$ cat config.mk
export PLATFORM = sky130hd
export DESIGN_NAME = lcd_wb_bridge
export DESIGN_NICKNAME = d
export VERILOG_FILES = /design/src/rtl/lcdb_pkg.sv /design/src/rtl/lcdb_timer.sv /design/src/rtl/lcdb_seq.sv /design/src/rtl/lcdb_datapath.sv /design/src/rtl/lcd_wb_bridge.sv
export SDC_FILE = /design/constraint.sdc
export NUM_CORES = 1
export LEC_CHECK = 0
export ABC_CLOCK_PERIOD_IN_PS = 2300
export BUFFER_PORTS_ARGS = -buffer_cell sky130_fd_sc_hd__buf_2
export CAP_MARGIN = 20
export CORE_AREA = 2 2 52 54
export DETAILED_ROUTE_END_ITERATION = 16
export DIE_AREA = 0 0 54 56
export GPL_ROUTABILITY_DRIVEN = 0
export HOLD_SLACK_MARGIN = 0.06
export PLACE_DENSITY_LB_ADDON = 0.15
export SYNTH_ARGS = -nofsm -noshare
export SYNTH_HDL_FRONTEND = slang
export SYNTH_SLANG_ARGS = --single-unit
$ cat constraint.sdc
create_clock -name clk_i -period 2.3 [get_ports clk_i]
set_input_delay 0.23 -clock clk_i [delete_from_list [all_inputs] [get_ports clk_i]]
set_output_delay 0.23 -clock clk_i [all_outputs]
set_load 0.02 [all_outputs]
$ cat src/rtl/lcdb_pkg.sv
package lcdb_pkg;

   typedef enum logic [2:0] {
      ST_IDLE  = 3'd0,
      ST_SETUP = 3'd1,
      ST_PULSE = 3'd2,
      ST_HOLD  = 3'd3,
      ST_ACK   = 3'd4
   } lcdb_state_e;

   function automatic int lcdb_max3(input int a, input int b, input int c);
      int m;
      m = (a > b) ? a : b;
      return (m > c) ? m : c;
   endfunction

   function automatic int lcdb_bits(input int v);
      int n;
      n = 1;
      while ((1 << n) <= v) n++;
      return n;
   endfunction

endpackage

$ cat src/rtl/lcdb_timer.sv
module lcdb_timer #(
   parameter int CW = 4
) (
   input  logic          clk_i,
   input  logic          rst_i,
   input  logic          load_i,
   input  logic [CW-1:0] load_val_i,
   output logic          zero_o
);

   logic [CW-1:0] cnt_q;

   always_ff @(posedge clk_i) begin
      if (rst_i) begin
         cnt_q <= '0;
      end else if (load_i) begin
         cnt_q <= load_val_i;
      end else if (cnt_q != '0) begin
         cnt_q <= cnt_q - 1'b1;
      end
   end

   assign zero_o = (cnt_q == '0);

   AST_TIMER_DECR: assert property (@(posedge clk_i) disable iff (rst_i)
      (!load_i && cnt_q != '0) |=> !zero_o || ($past(cnt_q) == CW'(1)));

endmodule

$ cat src/rtl/lcdb_seq.sv
module lcdb_seq
   import lcdb_pkg::*;
#(
   parameter int SETUP_CYC = 2,
   parameter int PULSE_CYC = 12,
   parameter int HOLD_CYC  = 2,
   parameter int CW        = 4
) (
   input  logic          clk_i,
   input  logic          rst_i,
   input  logic          stb_i,
   input  logic          cyc_i,
   input  logic          tmr_zero_i,
   output logic          tmr_load_o,
   output logic [CW-1:0] tmr_val_o,
   output logic          start_o,
   output logic          capture_o,
   output logic          drive_end_o,
   output logic          idle_o,
   output logic          busy_o,
   output logic          en_o,
   output logic          ack_o
);

   localparam logic [CW-1:0] SETUP_LD = CW'(SETUP_CYC - 1);
   localparam logic [CW-1:0] PULSE_LD = CW'(PULSE_CYC - 1);
   localparam logic [CW-1:0] HOLD_LD  = CW'(HOLD_CYC - 1);

   lcdb_state_e state_q;
   logic        req;
   logic        setup_done, pulse_done, hold_done;

   assign req        = stb_i && cyc_i;
   assign setup_done = (state_q == ST_SETUP) && tmr_zero_i;
   assign pulse_done = (state_q == ST_PULSE) && tmr_zero_i;
   assign hold_done  = (state_q == ST_HOLD)  && tmr_zero_i;

   assign idle_o      = (state_q == ST_IDLE);
   assign busy_o      = (state_q == ST_SETUP) || (state_q == ST_PULSE) || (state_q == ST_HOLD);
   assign start_o     = idle_o && req;
   assign capture_o   = pulse_done;
   assign drive_end_o = hold_done;

   always_comb begin
      tmr_load_o = 1'b0;
      tmr_val_o  = '0;
      if (start_o) begin
         tmr_load_o = 1'b1;
         tmr_val_o  = SETUP_LD;
      end else if (setup_done) begin
         tmr_load_o = 1'b1;
         tmr_val_o  = PULSE_LD;
      end else if (pulse_done) begin
         tmr_load_o = 1'b1;
         tmr_val_o  = HOLD_LD;
      end
   end

   always_ff @(posedge clk_i) begin
      if (rst_i) begin
         state_q <= ST_IDLE;
         en_o    <= 1'b0;
         ack_o   <= 1'b0;
      end else begin
         unique case (state_q)
            ST_IDLE: begin
               if (req) state_q <= ST_SETUP;
            end
            ST_SETUP: begin
               if (tmr_zero_i) begin
                  state_q <= ST_PULSE;
                  en_o    <= 1'b1;
               end
            end
            ST_PULSE: begin
               if (tmr_zero_i) begin
                  state_q <= ST_HOLD;
                  en_o    <= 1'b0;
               end
            end
            ST_HOLD: begin
               if (tmr_zero_i) begin
                  state_q <= ST_ACK;
                  ack_o   <= 1'b1;
               end
            end
            ST_ACK: begin
               if (!req) begin
                  state_q <= ST_IDLE;
                  ack_o   <= 1'b0;
               end
            end
            default: begin
               state_q <= ST_IDLE;
               en_o    <= 1'b0;
               ack_o   <= 1'b0;
            end
         endcase
      end
   end

   AST_EN_ACK_EXCL: assert property (@(posedge clk_i) disable iff (rst_i)
      !(en_o && ack_o));
   AST_ACK_RELEASE: assert property (@(posedge clk_i) disable iff (rst_i)
      (ack_o && !(stb_i && cyc_i)) |=> !ack_o);
   AST_ACK_HELD: assert property (@(posedge clk_i) disable iff (rst_i)
      (ack_o && stb_i && cyc_i) |=> (ack_o && !en_o));
   AST_EN_LOW_BEFORE_ACK: assert property (@(posedge clk_i) disable iff (rst_i)
      $rose(ack_o) |-> $past(!en_o));
   AST_NO_START_WITHOUT_CYC: assert property (@(posedge clk_i) disable iff (rst_i)
      (idle_o && !cyc_i) |=> !en_o && !ack_o);

endmodule

$ cat src/rtl/lcdb_datapath.sv
module lcdb_datapath #(
   parameter int DW            = 8,
   parameter bit RS_TRACK_IDLE = 1'b1
) (
   input  logic          clk_i,
   input  logic          rst_i,
   input  logic          idle_i,
   input  logic          busy_i,
   input  logic          start_i,
   input  logic          capture_i,
   input  logic          drive_end_i,
   input  logic          adr_i,
   input  logic          we_i,
   input  logic [DW-1:0] dat_i,
   input  logic [DW-1:0] pnl_dq_i,
   output logic          rs_o,
   output logic          rw_o,
   output logic          oe_o,
   output logic [DW-1:0] wdata_o,
   output logic [DW-1:0] rdata_o
);

   logic rs_q;

   generate
      if (RS_TRACK_IDLE) begin : g_rs_track
         always_ff @(posedge clk_i) begin
            if (rst_i)       rs_q <= 1'b0;
            else if (idle_i) rs_q <= adr_i;
         end
      end else begin : g_rs_latch
         always_ff @(posedge clk_i) begin
            if (rst_i)        rs_q <= 1'b0;
            else if (start_i) rs_q <= adr_i;
         end
      end
   endgenerate

   always_ff @(posedge clk_i) begin
      if (rst_i) begin
         rw_o    <= 1'b1;
         oe_o    <= 1'b0;
         wdata_o <= '0;
         rdata_o <= '0;
      end else begin
         if (start_i) begin
            rw_o    <= !we_i;
            oe_o    <= we_i;
            wdata_o <= dat_i;
         end else if (drive_end_i) begin
            oe_o    <= 1'b0;
         end
         if (capture_i && rw_o) begin
            rdata_o <= pnl_dq_i;
         end
      end
   end

   assign rs_o = rs_q;

   AST_OE_WRITE_ONLY: assert property (@(posedge clk_i) disable iff (rst_i)
      oe_o |-> !rw_o);
   AST_RS_STABLE_BUSY: assert property (@(posedge clk_i) disable iff (rst_i)
      (busy_i && $past(busy_i)) |-> $stable(rs_q));
   AST_RDATA_HOLD: assert property (@(posedge clk_i) disable iff (rst_i)
      !$past(capture_i) |-> $stable(rdata_o));

endmodule

$ cat src/rtl/lcd_wb_bridge.sv
module lcd_wb_bridge
   import lcdb_pkg::*;
#(
   parameter int SETUP_CYC     = 2,
   parameter int PULSE_CYC     = 12,
   parameter int HOLD_CYC      = 2,
   parameter int DW            = 8,
   parameter bit RS_TRACK_IDLE = 1'b1
) (
   input  logic          clk_i,
   input  logic          rst_i,
   input  logic          adr_i,
   input  logic [DW-1:0] dat_i,
   output logic [DW-1:0] dat_o,
   input  logic          we_i,
   input  logic          stb_i,
   input  logic          cyc_i,
   output logic          ack_o,
   output logic [1:0]    pnl_addr_o,
   output logic          pnl_en_o,
   output logic [DW-1:0] pnl_dq_o,
   input  logic [DW-1:0] pnl_dq_i,
   output logic          pnl_dq_oe_o
);

   localparam int MAX_CYC = lcdb_max3(SETUP_CYC, PULSE_CYC, HOLD_CYC);
   localparam int CW      = lcdb_bits(MAX_CYC);

   generate
      if (SETUP_CYC < 1) begin : g_bad_setup
         $error("SETUP_CYC must be at least 1");
      end
      if (PULSE_CYC < 1) begin : g_bad_pulse
         $error("PULSE_CYC must be at least 1");
      end
      if (HOLD_CYC < 1) begin : g_bad_hold
         $error("HOLD_CYC must be at least 1");
      end
      if (DW < 1) begin : g_bad_dw
         $error("DW must be at least 1");
      end
   endgenerate

   logic          tmr_load, tmr_zero;
   logic [CW-1:0] tmr_val;
   logic          start, capture, drive_end, idle, busy;
   logic          rs, rw;

   lcdb_timer #(.CW(CW)) i_timer (
      .clk_i      (clk_i),
      .rst_i      (rst_i),
      .load_i     (tmr_load),
      .load_val_i (tmr_val),
      .zero_o     (tmr_zero)
   );

   lcdb_seq #(
      .SETUP_CYC (SETUP_CYC),
      .PULSE_CYC (PULSE_CYC),
      .HOLD_CYC  (HOLD_CYC),
      .CW        (CW)
   ) i_seq (
      .clk_i       (clk_i),
      .rst_i       (rst_i),
      .stb_i       (stb_i),
      .cyc_i       (cyc_i),
      .tmr_zero_i  (tmr_zero),
      .tmr_load_o  (tmr_load),
      .tmr_val_o   (tmr_val),
      .start_o     (start),
      .capture_o   (capture),
      .drive_end_o (drive_end),
      .idle_o      (idle),
      .busy_o      (busy),
      .en_o        (pnl_en_o),
      .ack_o       (ack_o)
   );

   lcdb_datapath #(
      .DW            (DW),
      .RS_TRACK_IDLE (RS_TRACK_IDLE)
   ) i_dp (
      .clk_i       (clk_i),
      .rst_i       (rst_i),
      .idle_i      (idle),
      .busy_i      (busy),
      .start_i     (start),
      .capture_i   (capture),
      .drive_end_i (drive_end),
      .adr_i       (adr_i),
      .we_i        (we_i),
      .dat_i       (dat_i),
      .pnl_dq_i    (pnl_dq_i),
      .rs_o        (rs),
      .rw_o        (rw),
      .oe_o        (pnl_dq_oe_o),
      .wdata_o     (pnl_dq_o),
      .rdata_o     (dat_o)
   );

   assign pnl_addr_o = {rw, rs};

   AST_DOUT_STABLE_ACK: assert property (@(posedge clk_i) disable iff (rst_i)
      (ack_o && $past(ack_o)) |-> $stable(dat_o));
   AST_OE_OFF_AT_ACK: assert property (@(posedge clk_i) disable iff (rst_i)
      ack_o |-> !pnl_dq_oe_o);
   AST_ADDR_STABLE_EN: assert property (@(posedge clk_i) disable iff (rst_i)
      pnl_en_o |-> $stable(pnl_addr_o));

endmodule

==> impl_metrics.json <==
{
  "syn-cell-area_sq_mm": 0.00123,
  "dieArea_sq_mm": 0.00302,
  "clock_latency_ns": 0.33,
  "critPathArrivalTime_ns": 1.97,
  "synth_warnings": 0,
  "start_kind": "flop",
  "max_freq_mhz": 573,
  "grt_usage_pct": 16.4,
  "drt_iter0_markers": 12,
  "rsz0062_at_grt": "false",
  "period_needed_ns": 1.75,
  "max-vdd-ir-drop_mv": 0.701,
  "drv_cap": 0,
  "route.vias.total": 1009,
  "antenna_found_initial": 0,
  "fillers": 215,
  "p_leak_nw": 0.702,
  "start_util_pct": 50.6,
  "dp_hpwl_microns": 1680,
  "clkTransAtPathRegs_ns": 0.16,
  "fin_nets": 190,
  "grt_start_max_net_pins": 31,
  "holdWs_ns": 0.119,
  "critPathRequiredTime_ns": 2.52,
  "cts_buffers": 3,
  "overflow": 0,
  "finish.utilization_pct": 60.7,
  "min_path_type": "in -> reg",
  "finalSetupViolCount": 0,
  "htreeDepth": 1,
  "status": "complete, no violations",
  "critPathMaxFanout": 9,
  "slew_headroom_pct": 63.8,
  "post_cts_buffers": 0,
  "first_pass_iters": 4,
  "fin_area_sq_mm": 0.00148,
  "finalHoldViolCount": 0,
  "syn_avg_cell_area_sq_um": 9.61,
  "row_count": 18,
  "cts_resized": 0,
  "antenna_cells": 0,
  "yosys_most_used_dff": "dfxtp_1",
  "routed_wl_microns": 2360,
  "fin_setup_tns_ns": 0,
  "finalCritPeriodShare_pct": 75.9,
  "post_dp_cell_area_sq_mm": 0.00142,
  "io_pins": 43,
  "end_kind": "flop",
  "post_drt_wl_per_cell_microns": 12.1,
  "synthCells": 128,
  "cts_sinks": 28,
  "ys_types": 36,
  "clockBufferDepth": 2,
  "ys_async_sr_fraction_pct": 0,
  "critical_path_class": "reg -> reg",
  "cts_tree": "done",
  "fin_skew_ns": 0.00455,
  "grt_pass1_wl_microns": 3820,
  "worstMarginPinSlew_ns": 0.543,
  "die_w_microns": 54,
  "slew_violations": 0,
  "grt_pass1_vias": 908,
  "yosysSeqAreaShare_pct": 45.6,
  "ant_nets": 0,
  "drcViolationCount": 0,
  "syn_to_final_growth_pct": 20.0,
  "synth_nets": 152,
  "port_buffers": 42,
  "p_per_area_mw_per_mm2": 1020,
  "viasPerCell": 5.17,
  "die-height_microns": 56,
  "drive_gt1_share_pct": 32.7,
  "synth-edff-count": 0,
  "hold_buffers": 0,
  "ys_ff_latch": 28,
  "coreArea_sq_mm": 0.00243,
  "root_buffer": "clkbuf_4"
}
cells in the mapped netlist, types with 2 or more instances:
| master | count | share of area (%) |
|---|---|---|
| xnor2_1 | 2 | 1.4 |
| ha_1 | 2 | 2.0 |
| o21ai_1 | 2 | 0.81 |
| dfxtp_1 | 28 | 46 |
| a22oi_1 | 2 | 1.2 |
| nand2_1 | 22 | 6.7 |
| nor3_1 | 3 | 1.2 |
| mux2i_1 | 9 | 7.3 |
| nor2_1 | 11 | 3.4 |
| a221oi_1 | 2 | 1.4 |
| buf_4 | 5 | 3.1 |
| clkbuf_1 | 3 | 0.92 |
| xor2_1 | 3 | 2.1 |
| a21oi_1 | 10 | 4.1 |
| inv_1 | 3 | 0.92 |
sequential cells by signal, indices dropped and copies added (netlist names):
signal,flops
i_timer.cnt_q,4
i_dp.wdata_o,8
i_seq.state_q,3
i_dp.rs_o,1
i_seq.ack_o,1
i_dp.rdata_o,8
i_seq.en_o,1
i_dp.rw_o,1
i_dp.oe_o,1
power breakdown:
group | total, W | switching, W | internal (W)
clock | 0.000326 | 0.000150 | 0.000176
sequential | 0.000650 | 0.0000912 | 0.000559
combinational | 0.000530 | 0.000288 | 0.000242
total | 0.00151 | 0.000529 | 0.000977
worst max-delay path, stage by stage (launching register included):
cell	delay (ns)
dfxtp_1	0.35
inv_1	0.12
ha_1	0.19
nor3b_4	0.47
nand3_4	0.24
mux2i_1	0.21
nor2_1	0.05
path summary, 6_finish.rpt:
path	from	to	slack, ns	cells after the start
worst min register to register	i_dp.wdata_o[1]	i_dp.wdata_o[1]	0.46	2
worst max register to register	i_timer.cnt_q[0]	i_dp.rdata_o[5]	0.55	6
worst max-delay path	i_timer.cnt_q[0]	i_dp.rdata_o[5]	0.55	6
worst min-delay path	dat_i[4]	i_dp.wdata_o[4]	0.12	3
logic make-up (layout without fill, tap and decap cells):
kind of cell	count (synthesis)	in the layout	synth area share, %
simple gates	49	49	23.4
mux	9	9	7.32
xor+xnor	5	5	3.56
buf+inv	12	49	5.29
flops	28	28	45.6
fa+ha+maj	2	2	2.03
compound gates	23	23	12.8
metrics by stage:
| step | total power [W] | setup WS, ns | cells |
|---|---|---|---|
| 6_report | 0.00151 | 0.554 | 195 |
| 5_1_grt | 0.00160 | 0.359 | 195 |
| 4_1_cts | 0.00152 | 0.541 | 195 |
| 3_5_place_dp | 0.00119 | 0.555 | 191 |
| 3_3_place_gp | 0.00117 | 0.586 | 191 |
| 2_1_floorplan | 0.00108 | 0.801 | 128 |
cells in the final DEF, fill, tap and decap left out, types with 3 or more instances in the layout:
cell,Yosys,final
a21oi_1,10,10
inv_1,3,3
buf_2,1,42
mux2i_1,9,9
dfxtp_1,28,28
nor3_1,3,3
nand2_1,22,22
xor2_1,3,3
clkbuf_4,0,3
nor2_1,11,11
layer usage:
metal / global-route usage, % / share of wire [%]
met4: 5.36 / 0.68
met5: 0 / 0
met3: 2.96 / 5.7
met2: 27.5 / 47
met1: 20.5 / 46
layout make-up:
| cell class | count | area, sq um | area share [%] |
|---|---|---|---|
| Sequential cell | 28 | 561 | 38.0 |
| Timing Repair Buffer | 42 | 210 | 14.2 |
| Inverter | 3 | 11.3 | 0.763 |
| Clock buffer | 3 | 22.5 | 1.53 |
| Tap cell | 30 | 37.5 | 2.54 |
| Multi-Input combinational cell | 88 | 604 | 40.9 |
| Clock inverter | 1 | 30.0 | 2.03 |
Power figures use the tool's default switching activity.
